===== config.mk =====
export PLATFORM = sky130hd
export DESIGN_NAME = affine_stream_ctrl
export DESIGN_NICKNAME = d
export VERILOG_FILES = /design/src/rtl/affine_pkg.sv /design/src/rtl/aff_iter_domain.sv /design/src/rtl/aff_recur.sv /design/src/rtl/affine_stream_ctrl.sv
export SDC_FILE = /design/constraint.sdc
export NUM_CORES = 1
export LEC_CHECK = 0
export ABC_AREA = 1
export ABC_CLOCK_PERIOD_IN_PS = 4550
export CAP_MARGIN = 20
export CORE_ASPECT_RATIO = 0.6
export CORE_UTILIZATION = 29
export CTS_CLUSTER_SIZE = 30
export DETAILED_ROUTE_END_ITERATION = 8
export SYNTH_ARGS = -nofsm -noshare
export SYNTH_HDL_FRONTEND = slang
export SYNTH_SLANG_ARGS = --single-unit

===== constraint.sdc =====
create_clock -name clk -period 4.55 [get_ports clk]
set_input_delay 0.6825 -clock clk [delete_from_list [all_inputs] [get_ports clk]]
set_output_delay 0.6825 -clock clk [all_outputs]
set_load 0.05 [all_outputs]

===== src/rtl/affine_pkg.sv =====
package affine_pkg;

  parameter int unsigned LEVELS = 6;
  parameter int unsigned DW     = 16;

  // map a requested level count onto the supported range 1..nl
  function automatic int clamp_levels(input int req, input int nl);
    if (req < 1)       return 1;
    else if (req > nl) return nl;
    else               return req;
  endfunction

endpackage


===== src/rtl/aff_iter_domain.sv =====
module aff_iter_domain #(
  parameter int unsigned NL = 6,
  parameter int unsigned W  = 16
) (
  input  logic          clk,
  input  logic          rst,
  input  logic          clear,
  input  logic          step,
  input  logic [W-1:0]  emax [NL],
  output logic [NL-1:0] inc_sel,
  output logic [NL-1:0] wrap,
  output logic          last
);

  logic [W-1:0]  idx [NL];
  logic [NL-1:0] at_max;

  for (genvar i = 0; i < NL; i++) begin : g_cmp
    assign at_max[i] = (idx[i] == emax[i]);
  end

  assign last = &at_max;

  // lowest level not at its limit advances; everything below it wraps
  always_comb begin
    logic seen;
    inc_sel = '0;
    seen    = 1'b0;
    for (int i = 0; i < NL; i++) begin
      if (!seen && !at_max[i]) begin
        inc_sel[i] = 1'b1;
        seen       = 1'b1;
      end
    end
    seen = 1'b0;
    for (int i = NL - 1; i >= 0; i--) begin
      wrap[i] = seen;
      seen    = seen | inc_sel[i];
    end
  end

  for (genvar i = 0; i < NL; i++) begin : g_idx
    always_ff @(posedge clk) begin
      if (rst || clear)
        idx[i] <= '0;
      else if (step) begin
        if (inc_sel[i])   idx[i] <= idx[i] + W'(1);
        else if (wrap[i]) idx[i] <= '0;
      end
    end


    idx_range_chk: assert property (@(posedge clk) disable iff (rst)
      idx[i] <= emax[i]);
  end

endmodule


===== src/rtl/aff_recur.sv =====
module aff_recur #(
  parameter int unsigned NL = 6,
  parameter int unsigned W  = 16
) (
  input  logic          clk,
  input  logic          rst,
  input  logic          clear,
  input  logic [W-1:0]  init,
  input  logic [W-1:0]  stride [NL],
  input  logic          step,
  input  logic [NL-1:0] inc_sel,
  input  logic [NL-1:0] wrap,
  output logic [W-1:0]  cur
);

  // val[i]: value of the current point with all levels below i at index 0
  logic [W-1:0] val [NL];
  logic [W-1:0] nv;

  always_comb begin
    nv = '0;
    for (int i = 0; i < NL; i++) begin
      if (inc_sel[i]) nv = val[i] + stride[i];
    end
  end

  for (genvar i = 0; i < NL; i++) begin : g_lvl
    always_ff @(posedge clk) begin
      if (rst)
        val[i] <= '0;
      else if (clear)
        val[i] <= init;
      else if (step && (inc_sel[i] || wrap[i]))
        val[i] <= nv;
    end
  end

  assign cur = val[0];


  inner_step_chk: assert property (@(posedge clk) disable iff (rst)
    (step && !clear && inc_sel[0]) |=> (val[0] == $past(val[0]) + $past(stride[0])));

endmodule


===== src/rtl/affine_stream_ctrl.sv =====
module affine_stream_ctrl #(
  parameter int unsigned NLVL = affine_pkg::LEVELS,
  parameter int unsigned W    = affine_pkg::DW,
  parameter int unsigned LW   = $clog2(NLVL + 1)
) (
  input  logic            clk,
  input  logic            rst,
  input  logic            start,
  input  logic [LW-1:0]   cfg_levels,
  input  logic [NLVL*W-1:0] cfg_extent,
  input  logic [NLVL*W-1:0] cfg_addr_stride,
  input  logic [NLVL*W-1:0] cfg_sched_stride,
  input  logic [W-1:0]    cfg_addr_base,
  input  logic [W-1:0]    cfg_sched_base,
  output logic [W-1:0]    addr_o,
  output logic            en_o,
  output logic            done_o
);

  logic [W-1:0] emax_d [NLVL];
  logic [W-1:0] emax_q [NLVL];
  logic [W-1:0] astr_q [NLVL];
  logic [W-1:0] sstr_q [NLVL];

  logic            running;
  logic [W-1:0]    cyc;
  logic [NLVL-1:0] inc_sel;
  logic [NLVL-1:0] wrap;
  logic            last_it;
  logic [W-1:0]    addr_cur;
  logic [W-1:0]    sched_cur;
  logic            match;
  logic            step;
  int              lv_eff;

  // effective loop limits; inactive or zero-extent levels collapse to one point
  always_comb begin
    lv_eff = affine_pkg::clamp_levels(int'(cfg_levels), NLVL);
    for (int i = 0; i < NLVL; i++) begin
      if (i < lv_eff && cfg_extent[i*W +: W] != '0)
        emax_d[i] = cfg_extent[i*W +: W] - W'(1);
      else
        emax_d[i] = '0;
    end
  end

  for (genvar i = 0; i < NLVL; i++) begin : g_cfg
    always_ff @(posedge clk) begin
      if (rst) begin
        emax_q[i] <= '0;
        astr_q[i] <= '0;
        sstr_q[i] <= '0;
      end else if (start) begin
        emax_q[i] <= emax_d[i];
        astr_q[i] <= cfg_addr_stride[i*W +: W];
        sstr_q[i] <= cfg_sched_stride[i*W +: W];
      end
    end
  end

  aff_iter_domain #(.NL(NLVL), .W(W)) u_dom (
    .clk     (clk),
    .rst     (rst),
    .clear   (start),
    .step    (step),
    .emax    (emax_q),
    .inc_sel (inc_sel),
    .wrap    (wrap),
    .last    (last_it)
  );

  aff_recur #(.NL(NLVL), .W(W)) u_addr (
    .clk     (clk),
    .rst     (rst),
    .clear   (start),
    .init    (cfg_addr_base),
    .stride  (astr_q),
    .step    (step),
    .inc_sel (inc_sel),
    .wrap    (wrap),
    .cur     (addr_cur)
  );

  aff_recur #(.NL(NLVL), .W(W)) u_sched (
    .clk     (clk),
    .rst     (rst),
    .clear   (start),
    .init    (cfg_sched_base),
    .stride  (sstr_q),
    .step    (step),
    .inc_sel (inc_sel),
    .wrap    (wrap),
    .cur     (sched_cur)
  );

  assign match = running && (cyc == sched_cur);
  assign step  = match && !last_it;

  always_ff @(posedge clk) begin
    if (rst) begin
      running <= 1'b0;
      cyc     <= '0;
      en_o    <= 1'b0;
      done_o  <= 1'b0;
      addr_o  <= '0;
    end else if (start) begin
      running <= 1'b1;
      cyc     <= '0;
      en_o    <= 1'b0;
      done_o  <= 1'b0;
    end else begin
      en_o <= match;
      if (match) addr_o <= addr_cur;
      if (running) cyc <= cyc + W'(1);
      if (match && last_it) begin
        running <= 1'b0;
        done_o  <= 1'b1;
      end
    end
  end


  done_hold_chk: assert property (@(posedge clk) disable iff (rst)
    (done_o && !start) |=> (done_o && !en_o));


  done_with_en_chk: assert property (@(posedge clk) disable iff (rst)
    $rose(done_o) |-> en_o);


  addr_hold_chk: assert property (@(posedge clk) disable iff (rst)
    (done_o && !start) |=> $stable(addr_o));


  no_en_after_done_chk: assert property (@(posedge clk) disable iff (rst)
    en_o |-> !$past(done_o));

endmodule


==> results.py <==
metrics = {
    "critical_path": {
        "ff2ff_setup_slack_ns": 0.93,
        "worstSetupEndpointType": "flop",
        "start_kind": "flop",
        "required_ns": 4.93,
        "crit_start": "u_sched.val[0][8]",
        "r2r-start": "u_sched.val[0][8]",
        "rr_worst_depth": 11,
        "crit_type": "flop to flop",
        "crit_fanout": 6,
        "rr_endpoint": "u_sched.val[0][13]",
        "cp-endpoint": "u_sched.val[0][13]",
        "crit_arrival_ns": 4.00,
    },
    "placement": {
        "io_buffers": 343,
        "dpl.cell_count": 6997,
        "place_congestion": 0.9963,
        "placed_area_sq_um": 43330,
        "place_hpwl_um": 116000,
    },
    "floorplanning": {
        "start_util": 0.2932,
        "die_width_um": 468.8,
        "fp.coreArea_sq_um": 129300,
        "die_area_sq_um": 132200,
        "die_y_um": 282.1,
        "num_io_pins": 344,
        "fp-row-count": 102,
    },
    "sta": {
        "fmax_mhz": 276.1,
        "finalClockSkew_ns": 0.04613,
        "slew_viol_final": 0,
        "setup_viol": 0,
        "min_period_over_period": 0.7961,
        "finalHoldViolCount": 0,
        "slew_headroom": 0.4787,
        "period_minus_slack_ns": 3.622,
        "rsz0062_at_grt": "false",
        "tns_ns": 0,
        "tightest_slew_ns": 0.7800,
    },
    "global_route": {
        "overflow": 0,
        "grt_pass1_vias": 32260,
        "grt_pass1_wl_um": 210000,
        "antenna_found_initial": 5,
        "grt_max_degree": 79,
        "globalRouteTotalUtil": 0.2149,
    },
    "clock_network": {
        "htreeDepth": 3,
        "clk-insertion-delay-late_ns": 0.69,
        "cts_resized": 0,
        "cts.clk_slew.worst_paths_ns": 0.07,
        "clock_sinks": 611,
        "root_buffer": "clkbuf_16",
        "cts_setup_buffers": 0,
        "cts_hold_buffers": 0,
        "cts_tree": "yes",
        "cts_buffer_depth": 3,
        "numCtsBuffers": 70,
    },
    "synthesis": {
        "ys_seq_elements": 611,
        "ys_warn_count": 0,
        "synthTopCellsByArea": "edfxtp_1 (23%), dfxtp_1 (17%), nand2_1 (15%)",
        "ys_types": 59,
        "async_flop_share": 0,
        "synth_edf_count": 288,
        "synth_ff_type": "dfxtp_1",
        "netlist_area_sq_um": 37910,
        "syn_nets": 5549,
        "yosysTopAreaCell": "edfxtp_1",
        "yosysSeqAreaShare": 0.3987,
        "avgSynthCellArea_sq_um": 7.563,
        "yosys.area.top_type_share": 0.2281,
        "syn_inst": 5012,
    },
    "route": {
        "drc_errors": 0,
        "drt_iter0_markers": 3641,
        "wirelength_um": 145500,
        "via_count": 35270,
        "drtPass1Iterations": 8,
        "wl_per_cell_um": 20.41,
        "antenna_left": 0,
        "via_per_inst": 4.948,
    },
    "power": {
        "p_leak_nw": 21.04,
        "p_sw_mw": 4.706,
        "ir_worst_vdd_mv": 0.2855,
        "combPwrFrac": 0.175,
        "internal_power_mw": 10.69,
        "swShare": 0.3057,
        "pwr-share-clk": 0.408,
        "p_per_area_nw_per_um2": 335.8,
        "p_seq_frac": 0.417,
        "total_power_mw": 15.40,
    },
    "final_layout": {
        "area_growth_pct": 20.94,
        "final-instance-count-excl-fill": 7128,
        "num-nets-final": 5890,
        "seq_area_sq_um": 15110,
        "multiInputGateArea_sq_um": 20080,
        "num-fill-cells": 13470,
        "fin_util": 0.3546,
        "drive_above_1_share": 0.04917,
        "finalInstanceArea_sq_um": 45840,
    },
    "job": {
        "cap_violations": 0,
    },
    "hold_path": {
        "hold_path_class": "flop to flop",
    },
    "outcome": {
        "outcome": "finished, final reports clean",
    },
}
-- flip-flops by register name, summed over array words and instances, names as in the netlist --
register / flops
u_dom.idx: 96
u_sched.val: 96
u_addr.val: 96
astr_q: 96
running: 1
cyc: 16
emax_q: 96
en_o: 1
done_o: 1
sstr_q: 96
addr_o: 16
-- synth_stat cells, types with 9 or more instances --
cell type,n
inv_2,20
clkbuf_1,75
o21ai_0,121
inv_1,557
or2_2,24
dfxtp_1,323
edfxtp_1,288
a21oi_1,214
a21o_1,16
buf_6,9
nand2_2,9
nor2_1,472
nor4_1,16
xnor2_1,81
ha_1,199
o21bai_1,9
o22ai_1,72
nor3b_1,25
nand3b_1,24
buf_2,18
nor3_1,83
nand3_1,344
fa_1,12
nand2_1,1516
nand3_2,25
a22o_1,184
nand4_1,29
xor2_1,159
-- cell type report --
| cell class | instances | area share |
|---|---|---|
| clock inverters | 34 | 0.009307 |
| clock buffers | 95 | 0.04550 |
| inverters | 581 | 0.04771 |
| repair buffers | 385 | 0.08286 |
| flip-flops and latches | 611 | 0.3297 |
| diodes | 2 | 0.0001092 |
| multi-input cells | 3704 | 0.4380 |
| well taps | 1716 | 0.04683 |
-- cell usage in the layout, fill, tap and decap left out, types with 6 or more instances in the layout --
cell,n
clkbuf_1,8
a22o_1,184
dfxtp_1,323
clkbuf_16,77
nor2_1,469
ha_1,199
nor2_2,6
fa_1,12
nor3b_1,25
o21bai_1,9
nor3_1,83
bufinv_16,6
buf_4,38
xnor2_1,81
o21ai_0,119
edfxtp_1,288
nand3_1,344
a21oi_1,214
clkinv_4,6
clkbuf_8,9
or2_2,24
clkdlybuf4s50_1,343
xor2_1,159
inv_1,556
and2_1,8
o22ai_1,72
nand2_2,9
nand4_1,29
clkinv_2,8
o21ai_1,6
nor4_1,16
a21o_1,16
inv_2,20
nand2_1,1516
nand3_2,25
nand3b_1,24
-- worst max-delay path, cell delays in order, from the launching register on --
cell	delay [ns]
edfxtp_1	0.51
ha_1	0.39
a21oi_1	0.27
nand2_1	0.15
a21oi_1	0.19
nand3_1	0.10
nand3_1	0.15
nand3_1	0.35
nor2_1	0.41
nand3_1	0.49
nand2_1	0.17
nand2_1	0.13
-- per-layer routing --
layer  GRT usage  vias up  part of all wire
met5           0        -           0.00027
met4     0.04489        6             0.018
met3     0.06227      142              0.11
met2      0.2837     1390              0.38
met1      0.3344    16440              0.50
li1            -    17290                 -
-- worst min path at each step --
stage	depth (start not counted)	end	slack (ns)	from
floorplan	2	emax_q[62]	0.44	emax_q[62]
global placement	2	emax_q[8]	0.47	emax_q[8]
detailed placement	2	emax_q[13]	0.47	emax_q[13]
CTS	2	emax_q[13]	0.49	emax_q[13]
global route	1	astr_q[28]	0.51	astr_q[28]
finish	2	emax_q[62]	0.48	emax_q[62]
-- stage by stage --
stage | setup WS [ns] | hold slack (ns)
3_3_place_gp | 1.080 | 0.4662
3_5_place_dp | 1.027 | 0.4696
6_report | 0.9280 | 0.4803
4_1_cts | 1.062 | 0.4856
2_1_floorplan | 0.2867 | 0.4440
5_1_grt | 0.8085 | 0.5089
-- power by group through the flow --
stage | clock [mW] | sequential [mW] | combinational (mW)
CTS | 6.43 | 6.40 | 2.63
detailed placement | 0 | 6.52 | 2.61
global placement | 0 | 6.52 | 2.62
global route | 6.60 | 6.43 | 2.94
finish | 6.28 | 6.41 | 2.70
floorplan | 0 | 6.33 | 1.56
-- cells by family after synthesis --
| family | count (synthesis) | synth area share |
|---|---|---|
| adders and majority gates | 211 | 0.07202 |
| and+or+nand+nor | 2602 | 0.2911 |
| AOI/OAI and AO/OA | 651 | 0.1104 |
| buffers and inverters | 697 | 0.07235 |
| xor gates and xnor gates | 240 | 0.05545 |
| DFF | 611 | 0.3987 |
Note: power is estimated with default switching activity, not from simulation.
